### src/rtl/pcirq_pkg.sv
package pcirq_pkg;
  localparam int unsigned OFS_CTRL  = 16;
  localparam int unsigned OFS_PAT   = 20;
  localparam int unsigned OFS_PMASK = 24;
  localparam int unsigned OFS_CMASK = 28;

  localparam int CB_PM_EN  = 0;
  localparam int CB_PM_FLG = 1;
  localparam int CB_CS_EN  = 2;
  localparam int CB_CS_FLG = 3;

  typedef enum logic [2:0] {
    SEL_NONE,
    SEL_CTRL,
    SEL_PAT,
    SEL_PMASK,
    SEL_CMASK
  } reg_sel_e;

  function automatic reg_sel_e decode_sel(input int unsigned ofs);
    case (ofs)
      OFS_CTRL:  return SEL_CTRL;
      OFS_PAT:   return SEL_PAT;
      OFS_PMASK: return SEL_PMASK;
      OFS_CMASK: return SEL_CMASK;
      default:   return SEL_NONE;
    endcase
  endfunction
endpackage

### src/rtl/pcirq_regs.sv
module pcirq_regs
  import pcirq_pkg::*;
#(
  parameter int DATA_W = 8,
  parameter int ADDR_W = 6
) (
  input  logic              clk,
  input  logic              rst,
  input  logic              wr_en,
  input  logic [ADDR_W-1:0] wr_addr,
  input  logic [DATA_W-1:0] wr_data,
  input  logic [ADDR_W-1:0] rd_addr,
  output logic [DATA_W-1:0] rd_data,
  input  logic              pm_flag,
  input  logic              cs_flag,
  output logic              pm_en,
  output logic              cs_en,
  output logic [DATA_W-1:0] pattern,
  output logic [DATA_W-1:0] pm_mask,
  output logic [DATA_W-1:0] cs_mask,
  output logic              pm_rearm,
  output logic              cs_rearm,
  output logic              pm_clr,
  output logic              cs_clr
);
  localparam int PAD_W = 32 - ADDR_W;

  reg_sel_e wsel, rsel;
  logic     wr_ctrl;
  logic [DATA_W-1:0] ctrl_view;

  assign wsel    = decode_sel({{PAD_W{1'b0}}, wr_addr});
  assign rsel    = decode_sel({{PAD_W{1'b0}}, rd_addr});
  assign wr_ctrl = wr_en && (wsel == SEL_CTRL);

  assign pm_clr   = wr_ctrl && wr_data[CB_PM_FLG];
  assign cs_clr   = wr_ctrl && wr_data[CB_CS_FLG];
  assign pm_rearm = wr_en && (wsel == SEL_CTRL || wsel == SEL_PAT || wsel == SEL_PMASK);
  assign cs_rearm = wr_en && (wsel == SEL_CTRL || wsel == SEL_CMASK);

  always_ff @(posedge clk) begin
    if (rst) begin
      pm_en   <= 1'b0;
      cs_en   <= 1'b0;
      pattern <= '0;
      pm_mask <= '0;
      cs_mask <= '0;
    end else if (wr_en) begin
      case (wsel)
        SEL_CTRL: begin
          pm_en <= wr_data[CB_PM_EN];
          cs_en <= wr_data[CB_CS_EN];
        end
        SEL_PAT:   pattern <= wr_data;
        SEL_PMASK: pm_mask <= wr_data;
        SEL_CMASK: cs_mask <= wr_data;
        default: ;
      endcase
    end
  end

  always_comb begin
    ctrl_view            = '0;
    ctrl_view[CB_PM_EN]  = pm_en;
    ctrl_view[CB_PM_FLG] = pm_flag;
    ctrl_view[CB_CS_EN]  = cs_en;
    ctrl_view[CB_CS_FLG] = cs_flag;
  end

  always_ff @(posedge clk) begin
    if (rst) begin
      rd_data <= '0;
    end else begin
      case (rsel)
        SEL_CTRL:  rd_data <= ctrl_view;
        SEL_PAT:   rd_data <= pattern;
        SEL_PMASK: rd_data <= pm_mask;
        SEL_CMASK: rd_data <= cs_mask;
        default:   rd_data <= '0;
      endcase
    end
  end
endmodule

### src/rtl/pcirq_match.sv
module pcirq_match #(
  parameter int DATA_W = 8,
  parameter int WARM_N = 2
) (
  input  logic              clk,
  input  logic              rst,
  input  logic [DATA_W-1:0] port_in,
  input  logic [DATA_W-1:0] pattern,
  input  logic [DATA_W-1:0] mask,
  input  logic              en,
  input  logic              rearm,
  input  logic              clr,
  output logic              flag,
  output logic              flag_nxt
);
  logic [DATA_W-1:0] a_q;
  logic [DATA_W-1:0] miss;
  logic [WARM_N-1:0] warm;
  logic hit, hit_prev, ev;

  for (genvar i = 0; i < DATA_W; i++) begin : g_cmp
    assign miss[i] = mask[i] & (a_q[i] ^ pattern[i]);
  end

  assign hit      = (miss == '0);
  assign ev       = en & warm[WARM_N-1] & hit & ~hit_prev;
  assign flag_nxt = ev | (flag & ~clr);

  always_ff @(posedge clk) begin
    if (rst) begin
      a_q      <= '0;
      hit_prev <= 1'b0;
      warm     <= '0;
      flag     <= 1'b0;
    end else begin
      a_q      <= port_in;
      hit_prev <= hit;
      warm     <= rearm ? '0 : {warm[WARM_N-2:0], 1'b1};
      flag     <= flag_nxt;
    end
  end


  pm_off_quiet_chk: assert property (@(posedge clk) disable iff (rst)
    $rose(flag) |-> $past(en));


  pm_w1c_chk: assert property (@(posedge clk) disable iff (rst)
    (clr && !ev) |=> !flag);
endmodule

### src/rtl/pcirq_change.sv
module pcirq_change #(
  parameter int DATA_W = 8,
  parameter int WARM_N = 2
) (
  input  logic              clk,
  input  logic              rst,
  input  logic [DATA_W-1:0] port_in,
  input  logic [DATA_W-1:0] mask,
  input  logic              en,
  input  logic              rearm,
  input  logic              clr,
  output logic              flag,
  output logic              flag_nxt
);
  logic [DATA_W-1:0] b_q, b_prev, chg;
  logic [WARM_N-1:0] warm;
  logic ev;

  for (genvar i = 0; i < DATA_W; i++) begin : g_bit
    assign chg[i] = mask[i] & (b_q[i] ^ b_prev[i]);
  end

  assign ev       = en & warm[WARM_N-1] & (|chg);
  assign flag_nxt = ev | (flag & ~clr);

  always_ff @(posedge clk) begin
    if (rst) begin
      b_q    <= '0;
      b_prev <= '0;
      warm   <= '0;
      flag   <= 1'b0;
    end else begin
      b_q    <= port_in;
      b_prev <= b_q;
      warm   <= rearm ? '0 : {warm[WARM_N-2:0], 1'b1};
      flag   <= flag_nxt;
    end
  end


  cs_off_quiet_chk: assert property (@(posedge clk) disable iff (rst)
    $rose(flag) |-> $past(en));


  cs_masked_quiet_chk: assert property (@(posedge clk) disable iff (rst)
    $rose(flag) |-> ($past(mask) != '0));


  cs_w1c_chk: assert property (@(posedge clk) disable iff (rst)
    (clr && !ev) |=> !flag);
endmodule

### src/rtl/pattern_change_irq.sv
module pattern_change_irq #(
  parameter int DATA_W = 8,
  parameter int ADDR_W = 6
) (
  input  logic              clk,
  input  logic              rst,
  input  logic              wr_en,
  input  logic [ADDR_W-1:0] wr_addr,
  input  logic [DATA_W-1:0] wr_data,
  input  logic [ADDR_W-1:0] rd_addr,
  output logic [DATA_W-1:0] rd_data,
  input  logic [DATA_W-1:0] port_a,
  input  logic [DATA_W-1:0] port_b,
  output logic              irq
);
  localparam int WARM_N = 2;

  logic pm_en, cs_en, pm_rearm, cs_rearm, pm_clr, cs_clr;
  logic pm_flag, cs_flag, pm_nxt, cs_nxt;
  logic [DATA_W-1:0] pattern, pm_mask, cs_mask;

  pcirq_regs #(.DATA_W(DATA_W), .ADDR_W(ADDR_W)) u_regs (
    .clk(clk), .rst(rst), .wr_en(wr_en), .wr_addr(wr_addr), .wr_data(wr_data),
    .rd_addr(rd_addr), .rd_data(rd_data), .pm_flag(pm_flag), .cs_flag(cs_flag),
    .pm_en(pm_en), .cs_en(cs_en), .pattern(pattern), .pm_mask(pm_mask),
    .cs_mask(cs_mask), .pm_rearm(pm_rearm), .cs_rearm(cs_rearm),
    .pm_clr(pm_clr), .cs_clr(cs_clr)
  );

  pcirq_match #(.DATA_W(DATA_W), .WARM_N(WARM_N)) u_match (
    .clk(clk), .rst(rst), .port_in(port_a), .pattern(pattern), .mask(pm_mask),
    .en(pm_en), .rearm(pm_rearm), .clr(pm_clr), .flag(pm_flag), .flag_nxt(pm_nxt)
  );

  pcirq_change #(.DATA_W(DATA_W), .WARM_N(WARM_N)) u_change (
    .clk(clk), .rst(rst), .port_in(port_b), .mask(cs_mask),
    .en(cs_en), .rearm(cs_rearm), .clr(cs_clr), .flag(cs_flag), .flag_nxt(cs_nxt)
  );

  always_ff @(posedge clk) begin
    if (rst) irq <= 1'b0;
    else     irq <= pm_nxt | cs_nxt;
  end


  irq_follows_flags_chk: assert property (@(posedge clk) disable iff (rst)
    irq == (pm_flag | cs_flag));
endmodule

### config.mk
export PLATFORM = sky130hd
export DESIGN_NAME = pattern_change_irq
export DESIGN_NICKNAME = d
export VERILOG_FILES = /design/src/rtl/pcirq_pkg.sv /design/src/rtl/pcirq_regs.sv /design/src/rtl/pcirq_match.sv /design/src/rtl/pcirq_change.sv /design/src/rtl/pattern_change_irq.sv
export SDC_FILE = /design/constraint.sdc
export NUM_CORES = 1
export LEC_CHECK = 0
export CELL_PAD_IN_SITES_DETAIL_PLACEMENT = 0
export CELL_PAD_IN_SITES_GLOBAL_PLACEMENT = 2
export CORE_MARGIN = 3
export CORE_UTILIZATION = 35
export CTS_CLUSTER_SIZE = 40
export DETAILED_ROUTE_END_ITERATION = 10
export GPL_TIMING_DRIVEN = 0
export PLACE_DENSITY_LB_ADDON = 0.25
export SLEW_MARGIN = 5
export SYNTH_ARGS = -nofsm -noshare
export SYNTH_HDL_FRONTEND = slang
export SYNTH_SLANG_ARGS = --single-unit
### constraint.sdc
create_clock -name clk -period 2.1 [get_ports clk]
set_input_delay 0.42 -clock clk [delete_from_list [all_inputs] [get_ports clk]]
set_output_delay 0.42 -clock clk [all_outputs]
set_load 0.1 [all_outputs]
==> impl_results.md, run 1 <==
- Rows: 30
- Final hold slack: 429 ps
- Mapped cell area: 2480 um^2
- Type of the worst min-delay path: flip-flop to flip-flop
- CP max FO: 1
- Post-DRT Antenna Nets: 0
- Worst rel slew slack: 36.6%
- Skew-Pair Late Insertion Delay: 340 ps
- Core region area: around 6800 um^2
- Slew Limit Fails: 0
- PortBufs: 45
- FFs w/ async S/R, synth: 0%
- Gpl congestion: 0.778
- Via count: approximately 1700
- Status: finished, final reports clean
- Final instance area: about 3200 um^2
- DRC: 0
- Die W: 90.2 um
- VDD IR-drop max: 0.458 mV
- Max Cap Violations: 0
- Clk buf depth: 2
- Critical Path Source Type: flip-flop
- Total gr overflow: 0
- Worst path depth: 1
- Worst hold stages: 1
- Crit path max-delay family: buffers and inverters
- Post-Synth Simple-Gate Area: 17.5%
- P&R area growth vs syn: 30.0%
- Fin Clk Skew: 5.40 ps
- Post-Syn Nets: 266
- Cell accounting for the most synthesized area: dfxtp_1
- Commonest non-fill, non-tap cell in the layout: dfxtp_1
- Compound-gate portion of the synthesized area: 6.00%
- Root buf cell: clkbuf_8
- Sequential share of the synthesized area: 53.2%
- Share of the synthesized area in the top cell type: 53.2%
- Final-report setup violation count: 0
- CTS tree: yes
- Arr. time, crit path: roughly 1500 ps
- Worst Path Buf+Inv: 1
- Share of layout cells above drive strength 1: 11.5%
- Pre-CTS setup slack: 72.4 ps
- CTS resizes: 9
- Main synth FF type: dfxtp_1
- CP Class: flip-flop to output port
- Initial drt markers: 81
- Setup slack, reg-to-reg: 560 ps
- Ys Warns: 0
- CP required: 1680 ps
- Post-layout min period: 1900 ps
- Worst-path clk slew: ~70 ps
- Number of top-level pins: 48
- Dpl hpwl: 3940 um
- Full die area: 8140 um^2
- # clock sinks: between 60 and 70
- Max H-tree Level: 3
- Pwr Density: 764 nW/um^2
- RSZ-0062 raised after global routing: no
- Worst-path cell chain: dlygate4sd2_1
- Initial antenna violation count: 0
- Final Hold Viols: 0
- Critical-path cell with the highest stage delay: dlygate4sd2_1
- Via density: 4.52
- Initial Util: 36.3%
- WL final: 5390 um
- Worst R2R Path Depth: 5
- Tot GR Track Use: between 10% and 20%
- Worst Max-Slew Pin Slew: 955 ps
- Syn Inst Count: 227
- Post-Route Setup TNS: 0 ps
- Max frequency: 0.525 GHz
- Pre-antenna DRT Iters: 4
- Mux cell area share after synthesis: 15.1%
- Chip Height: between 90 and 100 um
- First-pass GRT wire length: 8830 um
- Final period utilization: about nine tenths
- Post-synth cell types: 30
- FF+latch count, synth: 66
- CTS Buf Count: 9
- Crit end category: output port
- Leakage: roughly 0.0015 uW
- Synth area leaders: dfxtp_1 53%, mux2i_1 9.7%, nor2b_1 7.6%
- Vias in the first global route: 1690
- Avg WL per Cell: 14.0 um
- Post-route setup slack: 196 ps
- Syn avg cell area: 10.9 um^2
- Largest net degree at the start of global routing: 12
- Xor and xnor area share after synthesis: ~5.6%
- Post-CTS Setup Repair Bufs: 0
- Antenna cells: 0
- Max stage delay on crit path: roughly 840 ps
- Largest family of logic cells by synthesized area: simple AND/OR/NAND/NOR gates
- Hold buffers post-CTS: 0
- Number of enable flip-flop cells after synthesis: 0
- Commonest non-fill, non-tap cells in the layout: 66 x dfxtp_1, 36 x clkdlybuf4s50_1, 30 x nor2_1, 30 x nor2b_1, 24 x mux2i_1
- Core Util, Final: 47.3%
- Placed cell area: 3050 um^2
- Nets: roughly 320
- Post-Synth Adder-Cell Area: 0%
through the flow:
stage / total power (uW) / cells
detailed placement: 1490 / 368
finish: 2470 / 384
CTS: 2500 / 384
global route: 2570 / 384
floorplan: 1390 / 227
global placement: 1490 / 368
synth_stat cells, types with 3 or more instances:
library cell and count:
nor2b_1 30, mux2_2 4, nand3b_1 3, nand3_1 3, a22oi_1 8, buf_2 4, nand2_1 5, xor2_1 16
dfxtp_1 66, mux2i_1 24, mux4_2 4, a21oi_1 5, clkbuf_1 5, nor2_1 30
power by group:
group	switching [uW]	total, uW	leakage, uW	internal, uW
combinational	68.0	166	0.000840	97.5
sequential	13.8	1300	0.000539	1280
clock	462	1010	0.0000893	544
total	544	2470	0.00147	1920
worst paths after layout:
kind | end | from
max | rd_data[5] | u_regs.rd_data[5]
min | u_match.warm[1] | u_match.warm[0]
max reg2reg | irq | u_change.b_prev[5]
min reg2reg | u_match.warm[1] | u_match.warm[0]
layer usage:
layer,track usage (%),vias to the layer above,share of wire (%)
li1,-,883,-
met1,18.2,803,48
met2,21.7,44,46
met3,5.86,5,5.1
met4,3.44,0,0.95
met5,0,-,0
area by class of cell:
| type | instances | area, um^2 |
|---|---|---|
| clock inverter | 5 | 55.1 |
| clock buffer | 11 | 131 |
| fill | 685 | 3600 |
| multi-input combinational | 149 | 1100 |
| sequential | 66 | 1320 |
| inverter | 1 | 3.75 |
| tap | 96 | 120 |
| buffer | 11 | 57.6 |
| timing repair buffer | 45 | 439 |
logic make-up after synthesis:
logic type      after synthesis
simple gates                 82
xor+xnor                     16
flops                        66
compound gates               19
buf+inv                      12
mux                          32
sequential cells by signal, summed over array words and instances, names as in the netlist:
register / flops
irq: 1
u_change.b_prev: 8
u_change.b_q: 8
u_change.flag: 1
u_change.warm: 2
u_match.a_q: 8
u_match.flag: 1
u_match.hit_prev: 1
u_match.warm: 2
u_regs.cs_en: 1
u_regs.cs_mask: 8
u_regs.pattern: 8
u_regs.pm_en: 1
u_regs.pm_mask: 8
u_regs.rd_data: 8
Power figures use the tool's default switching activity.
==> run 2, diff against run 1 <==
--- a/config.mk
+++ b/config.mk
@@ -12,8 +12,8 @@
 export CTS_CLUSTER_SIZE = 40
 export DETAILED_ROUTE_END_ITERATION = 10
 export GPL_TIMING_DRIVEN = 0
+export HOLD_SLACK_MARGIN = 0.06
 export PLACE_DENSITY_LB_ADDON = 0.25
-export SLEW_MARGIN = 5
 export SYNTH_ARGS = -nofsm -noshare
 export SYNTH_HDL_FRONTEND = slang
 export SYNTH_SLANG_ARGS = --single-unit
==> results of run 2 <==
The final DEF is identical to that of run 1; final timing and power are the same.
==> run 3, diff against run 2 <==
--- a/config.mk
+++ b/config.mk
@@ -13,7 +13,7 @@
 export DETAILED_ROUTE_END_ITERATION = 10
 export GPL_TIMING_DRIVEN = 0
 export HOLD_SLACK_MARGIN = 0.06
-export PLACE_DENSITY_LB_ADDON = 0.25
+export PLACE_DENSITY = 0.87
 export SYNTH_ARGS = -nofsm -noshare
 export SYNTH_HDL_FRONTEND = slang
 export SYNTH_SLANG_ARGS = --single-unit
==> run 3 against run 2 <==
Clock power is 22% higher; utilization is 0.75 points higher; first-iteration DRC count is 25% higher; clock skew is 1.2 ps lower; register-to-register slack better by 50 ps; non-clock buffer count stayed put; total power is 9.0% higher; critical path type unchanged.
==> impl_results.md, run 3 (synthesis results as in run 1) <==
- Area occupied by multi-input gates: between 1000 and 1500 um^2
- CTS resizes: 9
- Antenna cells: 0
- Skew-Pair Late Insertion Delay: 340 ps
- # clock sinks: 66
- Worst R2R Path Depth: 5
- Clock power share: between 40 and 50%
- Final Hold Viols: 0
- Pwr Density: slightly above 800 nW/um^2
- P&R area growth vs syn: 32.1%
- Root buf cell: clkbuf_8
- First-pass GRT wire length: about 9100 um
- RSZ-0062 raised after global routing: no
- Initial Util: 36.3%
- Avg WL per Cell: between 10 and 15 um
- Die W: 90.2 um
- Chip Height: around 90 um
- Rows: 30
- Full die area: 8140 um^2
- Core Util, Final: 48.0%
- Max frequency: roughly 0.52 GHz
- Dpl hpwl: 3820 um
- Post-Route Setup TNS: 0 ps
- VDD IR-drop max: 0.384 mV
- Post-layout min period: 1910 ps
- PortBufs: 45
- Pre-antenna DRT Iters: 4
- Via density: 4.55
- Post-DRT Antenna Nets: 0
- Max H-tree Level: 3
- Max stage delay on crit path: 840 ps
- Comb power frac: about 6.1%
- Placed cell area: 3050 um^2
- FF+latch area: 1320 um^2
- Critical Path Source Type: flip-flop
- Post-CTS Setup Repair Bufs: 0
- Clk buf depth: 2
- Worst Path Buf+Inv: 1
- Worst hold stages: 1
- Initial antenna violation count: 0
- Fin Clk Skew: approximately 4.2 ps
- Commonest non-fill, non-tap cell in the layout: dfxtp_1
- Vias in the first global route: 1793
- Core region area: roughly 6800 um^2
- Final period utilization: approximately nine tenths
- Worst path depth: 1
- Worst-path cell chain: dlygate4sd2_1
- Worst rel slew slack: 36.7%
- Number of top-level pins: 48
- Via count: 1748
- Sequential group share of total power: 48.2%
- Type of the worst min-delay path: flip-flop to flip-flop
- CP Class: flip-flop to output port
- Share of layout cells above drive strength 1: 12.2%
- Total gr overflow: 0
- CP max FO: 1
- Arr. time, crit path: 1490 ps
- CTS Buf Count: 9
- Tot GR Track Use: between 10% and 20%
- Final instance area: 3280 um^2
- Slew Limit Fails: 0
- # fillers: 658
- Leakage: ~0.0015 uW
- Max Cap Violations: 0
- Gpl congestion: approximately 0.74
- Pint: 2140 uW
- Largest net degree at the start of global routing: 12
- Critical-path cell with the highest stage delay: dlygate4sd2_1
- Final-report setup violation count: 0
- Worst-path clk slew: 70 ps
- DRC: 0
- Worst Max-Slew Pin Slew: 954 ps
- Nets: about 320
- Hold buffers post-CTS: 0
- Status: finished, final reports clean
- Crit end category: output port
- Crit path max-delay family: buffers and inverters
- CP required: 1680 ps
- WL final: 5250 um
- Switching share of power: between 20 and 25%
- Initial drt markers: 101
- Switch Pwr: 547 uW
- Commonest non-fill, non-tap cells in the layout: 66 x dfxtp_1, 36 x clkdlybuf4s50_1, 30 x nor2_1, 30 x nor2b_1, 24 x mux2i_1
- CTS tree: yes
## run 3: cell type report
class | count | share of cell area (%)
Tap cell | 96 | 3.66
Clock inverter | 4 | 2.21
Inverter | 1 | 0.114
Timing Repair Buffer | 45 | 13.4
Clock buffer | 12 | 5.04
Buffer | 11 | 1.76
Multi-Input combinational cell | 149 | 33.5
Sequential cell | 66 | 40.3
## run 3: routing by layer
layer | routed length, um | global-route usage, % | vias to the layer above
met5 | 0 | 0 | -
met4 | 104 | 6.12 | 0
met3 | 319 | 5.61 | 10
met2 | 2510 | 23.7 | 52
met1 | 2310 | 17.0 | 806
li1 | - | - | 880
## run 3: final timing paths
check                                        to               start  slack, ps
worst min register to register  u_match.warm[1]     u_match.warm[0]        430
worst max register to register              irq  u_change.b_prev[5]        610
worst max-delay path                 rd_data[7]   u_regs.rd_data[7]        190
worst min-delay path            u_match.warm[1]     u_match.warm[0]        430
## run 3: per-stage QoR
stage / setup WS (ps) / hold WS [ps] / power, uW / instances
6_report: 192 / 433 / 2690 / 384
5_1_grt: 133 / 468 / 2790 / 384
4_1_cts: 171 / 436 / 2720 / 384
3_5_place_dp: 67.4 / 420 / 1490 / 368
3_3_place_gp: 81.6 / 413 / 1490 / 368
2_1_floorplan: 605 / 406 / 1390 / 227
## run 3: power groups by stage
stage | logic [uW] | clock network, uW | registers (uW)
global placement | 166 | 0 | 1320
floorplan | 72.3 | 0 | 1320
global route | 183 | 1310 | 1300
detailed placement | 168 | 0 | 1330
finish | 165 | 1230 | 1300
CTS | 168 | 1260 | 1300
